## config.mk

```make
export PLATFORM = sky130hd
export DESIGN_NAME = rfsh_interval_timer
export DESIGN_NICKNAME = d
export VERILOG_FILES = /design/src/rtl/rit_pkg.sv /design/src/rtl/rit_prescaler.sv /design/src/rtl/rit_compare.sv /design/src/rtl/rit_regs.sv /design/src/rtl/rfsh_interval_timer.sv
export SDC_FILE = /design/constraint.sdc
export NUM_CORES = 1
export LEC_CHECK = 0
export BUFFER_PORTS_ARGS = -buffer_cell sky130_fd_sc_hd__buf_4
export CAP_MARGIN = 20
export CORE_MARGIN = 2
export CORE_UTILIZATION = 45
export DETAILED_ROUTE_END_ITERATION = 12
export PLACE_DENSITY_LB_ADDON = 0.25
export SYNTH_ARGS = -nofsm -noshare
export SYNTH_HDL_FRONTEND = slang
export SYNTH_SLANG_ARGS = --single-unit
export TNS_END_PERCENT = 5
```

## constraint.sdc

```tcl
create_clock -name clk -period 4.2 [get_ports clk]
set_clock_uncertainty 0.05 [all_clocks]
set_input_delay 0.84 -clock clk [delete_from_list [all_inputs] [get_ports clk]]
set_output_delay 0.84 -clock clk [all_outputs]
set_load 0.02 [all_outputs]
```

## src/rtl/rit_pkg.sv

```systemverilog
// Shared constants and helpers for the refresh interval timer.
// Assumes power-of-two divisors so a tick is an all-ones test of low prescaler bits.
package rit_pkg;
    localparam int SEL_W     = 3;
    localparam int NUM_CODES = 1 << SEL_W;
    localparam int FLAG_BIT  = 7;
    localparam int SEL_LSB   = 3;

    typedef logic [SEL_W-1:0] clk_sel_t;

    typedef enum logic [1:0] {
        A_CTRL  = 2'd0,
        A_COUNT = 2'd1,
        A_CONST = 2'd2,
        A_NONE  = 2'd3
    } reg_addr_e;

    // log2 of the divisor for a select code; 0 means stopped.
    function automatic int sel_shift(input int code);
        if (code == 0)      return 0;
        else if (code <= 4) return 2 * code;
        else                return code + 5;
    endfunction

    localparam int PRE_W = sel_shift(NUM_CODES - 1);
endpackage

```

## src/rtl/rit_prescaler.sv

```systemverilog
// Prescaler: a free-running counter whose low bits, selected by code,
// produce a one-clock tick every 2^shift clocks. Code 0 holds it at zero.
module rit_prescaler
    import rit_pkg::*;
(
    input  logic     clk,
    input  logic     rst_n,
    input  clk_sel_t sel,
    output logic     tick
);
    logic [PRE_W-1:0]     pre_q;
    logic [NUM_CODES-1:0] tap;

    // Advance the prescale count while a divisor is selected.
    always_ff @(posedge clk) begin
        if (!rst_n)          pre_q <= '0;
        else if (sel == '0)  pre_q <= '0;
        else                 pre_q <= pre_q + 1'b1;
    end

    assign tap[0] = 1'b0;
    for (genvar c = 1; c < NUM_CODES; c++) begin : g_tap
        localparam int SH = sel_shift(c);
        assign tap[c] = &pre_q[SH-1:0];
    end

    assign tick = tap[sel];
endmodule

```

## src/rtl/rit_compare.sv

```systemverilog
// Interval counter, compare, sticky flag and registered request pulse.
// Assumes ticks are at least two clocks apart (smallest divisor is 4).
module rit_compare #(
    parameter int CNT_W = 8
) (
    input  logic             clk,
    input  logic             rst_n,
    input  logic             tick,
    input  logic [CNT_W-1:0] cst,
    input  logic             load_en,
    input  logic [CNT_W-1:0] load_val,
    input  logic             flag_clr,
    output logic [CNT_W-1:0] cnt,
    output logic             flag,
    output logic             req
);
    logic [CNT_W-1:0] next_val;
    logic             hit;

    // Value the counter takes on a tick, and whether that value matches.
    always_comb begin
        next_val = (cnt == cst) ? '0 : cnt + 1'b1;
        hit      = tick && !load_en && (next_val == cst);
    end

    // Counter: a software load wins over a tick.
    always_ff @(posedge clk) begin
        if (!rst_n)       cnt <= '0;
        else if (load_en) cnt <= load_val;
        else if (tick)    cnt <= next_val;
    end

    // Sticky flag: a match sets it with priority over a clear.
    always_ff @(posedge clk) begin
        if (!rst_n)        flag <= 1'b0;
        else if (hit)      flag <= 1'b1;
        else if (flag_clr) flag <= 1'b0;
    end

    // One-clock request aligned with the flag setting.
    always_ff @(posedge clk) begin
        if (!rst_n) req <= 1'b0;
        else        req <= hit;
    end
endmodule

```

## src/rtl/rit_regs.sv

```systemverilog
// Key-guarded register port: holds select and constant, decodes loads and
// flag clears, and muxes the zero-extended read word.
module rit_regs
    import rit_pkg::*;
#(
    parameter int             DATA_W    = 32,
    parameter int             CNT_W     = 8,
    parameter int             KEY_W     = 16,
    parameter logic [KEY_W-1:0] KEY     = 16'hA55A,
    parameter logic [CNT_W-1:0] RST_CST = '1
) (
    input  logic              clk,
    input  logic              rst_n,
    input  logic              wr_en,
    input  logic [1:0]        addr,
    input  logic [DATA_W-1:0] wdata,
    input  logic [CNT_W-1:0]  cnt,
    input  logic              flag,
    output clk_sel_t          cks,
    output logic [CNT_W-1:0]  cst,
    output logic              load_en,
    output logic [CNT_W-1:0]  load_val,
    output logic              flag_clr,
    output logic [DATA_W-1:0] rdata
);
    logic      key_ok;
    reg_addr_e a;
    logic      unused_bits;

    assign a           = reg_addr_e'(addr);
    assign key_ok      = wr_en && (wdata[DATA_W-1 -: KEY_W] == KEY);
    assign load_en     = key_ok && (a == A_COUNT);
    assign load_val    = wdata[CNT_W-1:0];
    assign flag_clr    = key_ok && (a == A_CTRL) && !wdata[FLAG_BIT];
    assign unused_bits = ^wdata[DATA_W-KEY_W-1:CNT_W] ^ wdata[SEL_LSB-1] ^ wdata[SEL_LSB-2]
                         ^ wdata[0] ^ wdata[6];

    // Control register: clock select field.
    always_ff @(posedge clk) begin
        if (!rst_n)                      cks <= '0;
        else if (key_ok && a == A_CTRL)  cks <= wdata[SEL_LSB +: SEL_W];
    end

    // Constant register.
    always_ff @(posedge clk) begin
        if (!rst_n)                      cst <= RST_CST;
        else if (key_ok && a == A_CONST) cst <= wdata[CNT_W-1:0];
    end

    // Read mux, zero-extended.
    always_comb begin
        rdata = '0;
        case (a)
            A_CTRL: begin
                rdata[FLAG_BIT]            = flag;
                rdata[SEL_LSB +: SEL_W]    = cks;
            end
            A_COUNT: rdata[CNT_W-1:0] = cnt;
            A_CONST: rdata[CNT_W-1:0] = cst;
            default: rdata = '0;
        endcase
    end
endmodule

```

## src/rtl/rfsh_interval_timer.sv

```systemverilog
// Top: prescaler, interval compare and key-guarded register port.
// Assumes one synchronous clock domain and a synchronous active-low reset.
module rfsh_interval_timer
    import rit_pkg::*;
#(
    parameter int               DATA_W  = 32,
    parameter int               CNT_W   = 8,
    parameter int               KEY_W   = 16,
    parameter logic [KEY_W-1:0] KEY     = 16'hA55A,
    parameter logic [CNT_W-1:0] RST_CST = '1
) (
    input  logic              clk,
    input  logic              rst_n,
    input  logic              wr_en,
    input  logic [1:0]        addr,
    input  logic [DATA_W-1:0] wdata,
    output logic [DATA_W-1:0] rdata,
    output logic              refresh_req
);
    clk_sel_t         cks_q;
    logic [CNT_W-1:0] cst_q;
    logic [CNT_W-1:0] cnt_q;
    logic             flag_q;
    logic             tick;
    logic             load_en;
    logic [CNT_W-1:0] load_val;
    logic             flag_clr;

    rit_prescaler u_pre (
        .clk  (clk),
        .rst_n(rst_n),
        .sel  (cks_q),
        .tick (tick)
    );

    rit_compare #(.CNT_W(CNT_W)) u_cmp (
        .clk     (clk),
        .rst_n   (rst_n),
        .tick    (tick),
        .cst     (cst_q),
        .load_en (load_en),
        .load_val(load_val),
        .flag_clr(flag_clr),
        .cnt     (cnt_q),
        .flag    (flag_q),
        .req     (refresh_req)
    );

    rit_regs #(
        .DATA_W (DATA_W),
        .CNT_W  (CNT_W),
        .KEY_W  (KEY_W),
        .KEY    (KEY),
        .RST_CST(RST_CST)
    ) u_regs (
        .clk     (clk),
        .rst_n   (rst_n),
        .wr_en   (wr_en),
        .addr    (addr),
        .wdata   (wdata),
        .cnt     (cnt_q),
        .flag    (flag_q),
        .cks     (cks_q),
        .cst     (cst_q),
        .load_en (load_en),
        .load_val(load_val),
        .flag_clr(flag_clr),
        .rdata   (rdata)
    );
endmodule

```

# Word-level counts from Yosys, hierarchy flattened
# Cells that the tools add are included.
# word_totals
register_bits,33
inputBits,37
output_inout_bits,33
elab_cells,47
# op_classes
n_addsub,2
magnitude_cmp,1
eq_ne,5
muxes,11
bitwise_logic,1
n_reduce_logical,21
# ops
cell,n
$mux 8,3
$eq 16x16->1 const B,1
$eq 8x8->1,2
$add 12x1->12 const B,1
$reduce_and 12->1,1
$reduce_and 11->1,1
$reduce_and 10->1,1
$pmux 3 s3,1
$add 8x1->8 const B,1
$reduce_and 8->1,1
$logic_and 1x1->1,7
$pmux 3 s2,1
$reduce_and 6->1,1
$lt 3x4->1 const B,1
$reduce_and 4->1,1
$reduce_bool 2->1,2
$bmux 1 s3,1
$logic_not 3->1,1
$mux 1,3
$pmux 1 s3,1
$eq 2x1->1 const B,1
$eq 2x2->1 const B,1
$logic_not 1->1,2
$logic_not 2->1,1
other kinds (4),4

# Logic depth before layout (Yosys ltp)
# logic_depth
word_depth,7
mapped_depth,8
mapped_depth_nobuf,7

# By module
# Synthesis repeated with hierarchy kept, for this count alone.
# unflattened
cells_unflattened,310
hier_area_um2,2562.5
# modules_own_cells
mod,n_inst,cells_per_inst,area_per_inst_um2,seq_area_each_um2
rit_compare,1,122,1014.7,200.2
rit_regs,1,123,1013.5,220.2
rit_prescaler,1,65,534.3,240.2

# Worst setup path after synthesis
# Ideal clock, no wire load.
# synth_path
kind,input to output
startpoint,in addr[1]
endpoint,out rdata[0]
arrival_ps,1737
required_time_ps,3310
setup_slack_ps,1573
path_stages,5
n_path_buf,1
path_cell_list,inv_1 -> ha_1 -> clkbuf_1 -> a22oi_1 -> nor2b_1
# synth_via
elab_chain_cells,2
word_cells_on_any_way,3
cone_classes,eq/ne: 2; mux: 1
# synth_rtl
element,line_no,source
start: declaration,rfsh_interval_timer.sv:15,"input logic [1:0] addr,"
$eq 2x2->1 / $eq 2x1->1 (equally long branches),rit_regs.sv:53,case (a)
$pmux 3 s2 (*),rit_regs.sv:53,
end: declaration,rfsh_interval_timer.sv:17,"output logic [DATA_W-1:0] rdata,"
# Every way passes the cells marked *; elsewhere a longest branch is shown, timed or not.

# Worst setup path after layout
# layout_path
startpoint,in addr[1]
endpoint,out rdata[3]
# layout_via
elab_chain_cells,2
word_cells_on_any_way,4
cone_classes,eq/ne: 2; mux: 1; reduce/logical: 1
# layout_rtl
element,line_no
"$eq 2x2->1, or another cell as far along",rit_regs.sv:53
$pmux 3 s3 (*),rit_regs.sv:53
# Marks and branches as above.

==> results.toml <==
[status]
outcome = "complete, no violations"

[die]
rows = 26
die_h_um = 76.6
design.die.area_um2 = 5860
dieWidth_um = 76.6
initial_core_util = 0.464
core_um2 = 5110
ios = 70

[place]
gp_congestion = 0.847
post-place-ws_ps = 1310
io_buffers = 37
hpwl_um = 3840
place_area_um2 = 2540

[cells_and_area]
area_growth_pct = 12.0
drive_above_1_share = 0.175
num-nets-final = 350
n_antenna_cell = 0
final_area_um2 = 2650

[global_route]
grt-ovfl-total = 0
use_met2 = 0.322
grt_pass1_vias = 1846
grt_first_pass_wirelength_um = 8650
grtUsageTotal = 0.183
grt.met3_usage = 0.0355
met1_usage = 0.224
grt_max_degree = 17
busiest_layer = "met2"
antenna_found_initial = 0

[setup_path]
rr_worst_depth = 6
crit_path_end = "rdata[3]"
crit_arrival_ps = 2000
worstSetupEndpointType = "output port"
path_class = "in2out"
startpoint = "addr[1]"
worstPathRequired_ps = 3310
critPathLaunchType = "primary input"
timing.rr.end = "u_cmp.flag"
r2r_slack_ps = 2000
worstReg2RegStart = "u_cmp.cnt[5]"
cp_max_fo = 10

[synth]
yosys.area_share.simple = 0.226
avgSynthCellArea_um2 = 8.56
ys_seq_area_frac = 0.279
synth-main-ff-cell = "dfxtp_1"
syn_area_um2 = 2370
yosys.cell_count.top_type = "nor2_1"
synth.area.mux_share = 0.0718
synth_top_area_frac = 0.279
synth-compound-area-share = 0.131
synth-warning-count = 0
yosys-top-cells-area = "dfxtp_1 (28%), buf_4 (7.6%), mux2i_1 (7.2%)"
ys_async_sr_fraction = 0
synthDistinctLibCells = 51
synth_edf_count = 0
synth_top_family_by_area = "simple AND/OR/NAND/NOR gates"
synth_common_cells = "nor2_1 (34), dfxtp_1 (33), buf_4 (24), nand2_1 (21), mux2i_1 (17)"
yosys.area.top_type = "dfxtp_1"
synth_xor_area_frac = 0.124
syn_inst = 277
ys_seq_elements = 33
synth_fa_ha_area_frac = 0.0317

[clocking]
cts.sinks = 33
postCtsHoldBufs = 0
htreeDepth = 2
clk_latency_ps = 290
post_cts.repair.setup_buffers = 0
cts_tree = "done"
cts.repair.resized = 0
cts_made_buffers = 5
cts_root_buffer = "clkbuf_8"
cts.path.max_buffers = 2
clkTransAtPathRegs_ps = 60

[detailed_routing]
dr.pass1.iters = 5
wl_per_cell_um = 13.7
drc_errors = 0
antenna_left = 0
via_per_inst = 5.02
first_iter_violations = 122
vias = 1899
routed_wl_um = 5200

[timing]
fmaxAchievable_mhz = 346
timing.final.ws_setup_ps = 1310
hold_violations = 0
slew_viol_final = 0
fin_crit_sh = 0.689
rsz0062_at_grt = "false"
slew_headroom = 0.619
fin_setup_tns_ps = 0
min_period_ps = 2890
whs_ps = 403
tightest_slew_ps = 570
setup_viol = 0

[power]
vdd_drop_max_v = 0.000184
power_density_nw_per_um2 = 263
p_leak_nw = 1.05

[hold_path]
hold_class = "reg2reg"

[flow_run]
drv_cap = 0
==> cell usage in the layout, fill, tap and decap left out, drive strengths merged, types with 3 or more instances in the layout <==
| cell | count |
|---|---|
| ha | 6 |
| nand2 | 21 |
| xor2 | 15 |
| nor2b | 6 |
| a21oi | 6 |
| buf | 38 |
| a222oi | 4 |
| nand4 | 5 |
| dfxtp | 33 |
| a211oi | 11 |
| mux2i | 17 |
| o21ai | 6 |
| a22oi | 4 |
| inv | 8 |
| xnor2 | 11 |
| clkbuf | 7 |
| nor2 | 34 |
| conb | 24 |
| nor4 | 3 |
| nor3 | 5 |
| nand3 | 11 |
| and2 | 4 |
==> layer usage <==
layer	vias up	routed length [µm]
met4	0	72
li1	977	-
met3	8	188
met2	26	2600
met5	-	0
met1	888	2340
==> worst min path at each step <==
| stage | startpoint | endpoint | slack, ps | depth (start not counted) |
|---|---|---|---|---|
| 2_1_floorplan | u_pre.pre_q[0] | u_pre.pre_q[0] | 360 | 1 |
| 3_3_place_gp | u_pre.pre_q[0] | u_pre.pre_q[0] | 380 | 1 |
| 3_5_place_dp | u_pre.pre_q[0] | u_pre.pre_q[0] | 390 | 1 |
| 4_1_cts | u_pre.pre_q[0] | u_pre.pre_q[0] | 400 | 1 |
| 5_1_grt | u_pre.pre_q[0] | u_pre.pre_q[0] | 430 | 1 |
| 6_report | u_pre.pre_q[0] | u_pre.pre_q[0] | 400 | 1 |
==> area by class of cell <==
cell class | instances | area, µm²
fillers | 490 | 2450
multi-input cells | 221 | 1470
flip-flops and latches | 33 | 661
repair buffers | 38 | 285
well taps | 70 | 87.6
clock buffers | 7 | 86.3
clock inverters | 1 | 30.0
inverters | 8 | 30.0
==> cell families after synthesis <==
kind of cell	after synthesis
adders and majority gates	6
buffers and inverters	46
and+or+nand+nor	104
xor gates and xnor gates	28
DFF	33
other	1
muxes	17
AOI/OAI and AO/OA	42
==> power breakdown <==
| group | total (mW) | internal, mW | switching, mW |
|---|---|---|---|
| Sequential | 0.313 | 0.313 | 0.00000127 |
| Combinational | 0.0752 | 0.0299 | 0.0453 |
| Clock | 0.311 | 0.193 | 0.117 |
==> sequential cells by signal, summed over array words and instances, names as in the netlist <==
signal and flops:
u_pre.pre_q 12, u_regs.cks 3, u_cmp.req 1, u_cmp.cnt 8
u_regs.cst 8, u_cmp.flag 1
==> per-stage QoR <==
| step | util | power [mW] | std cells |
|---|---|---|---|
| 4_1_cts | 0.520 | 0.703 | 378 |
| 3_5_place_dp | 0.497 | 0.395 | 370 |
| 3_3_place_gp | 0.497 | 0.395 | 370 |
| 6_report | 0.520 | 0.699 | 378 |
| 2_1_floorplan | - | 0.379 | 300 |
| 5_1_grt | 0.520 | 0.723 | 378 |
==> critical path: stages <==
cell and delay [ps]:
buf_4 90, inv_1 50, ha_1 310, a222oi_1 470
nor2_1 70, buf_4 170
Note: power is estimated with default switching activity, not from simulation.
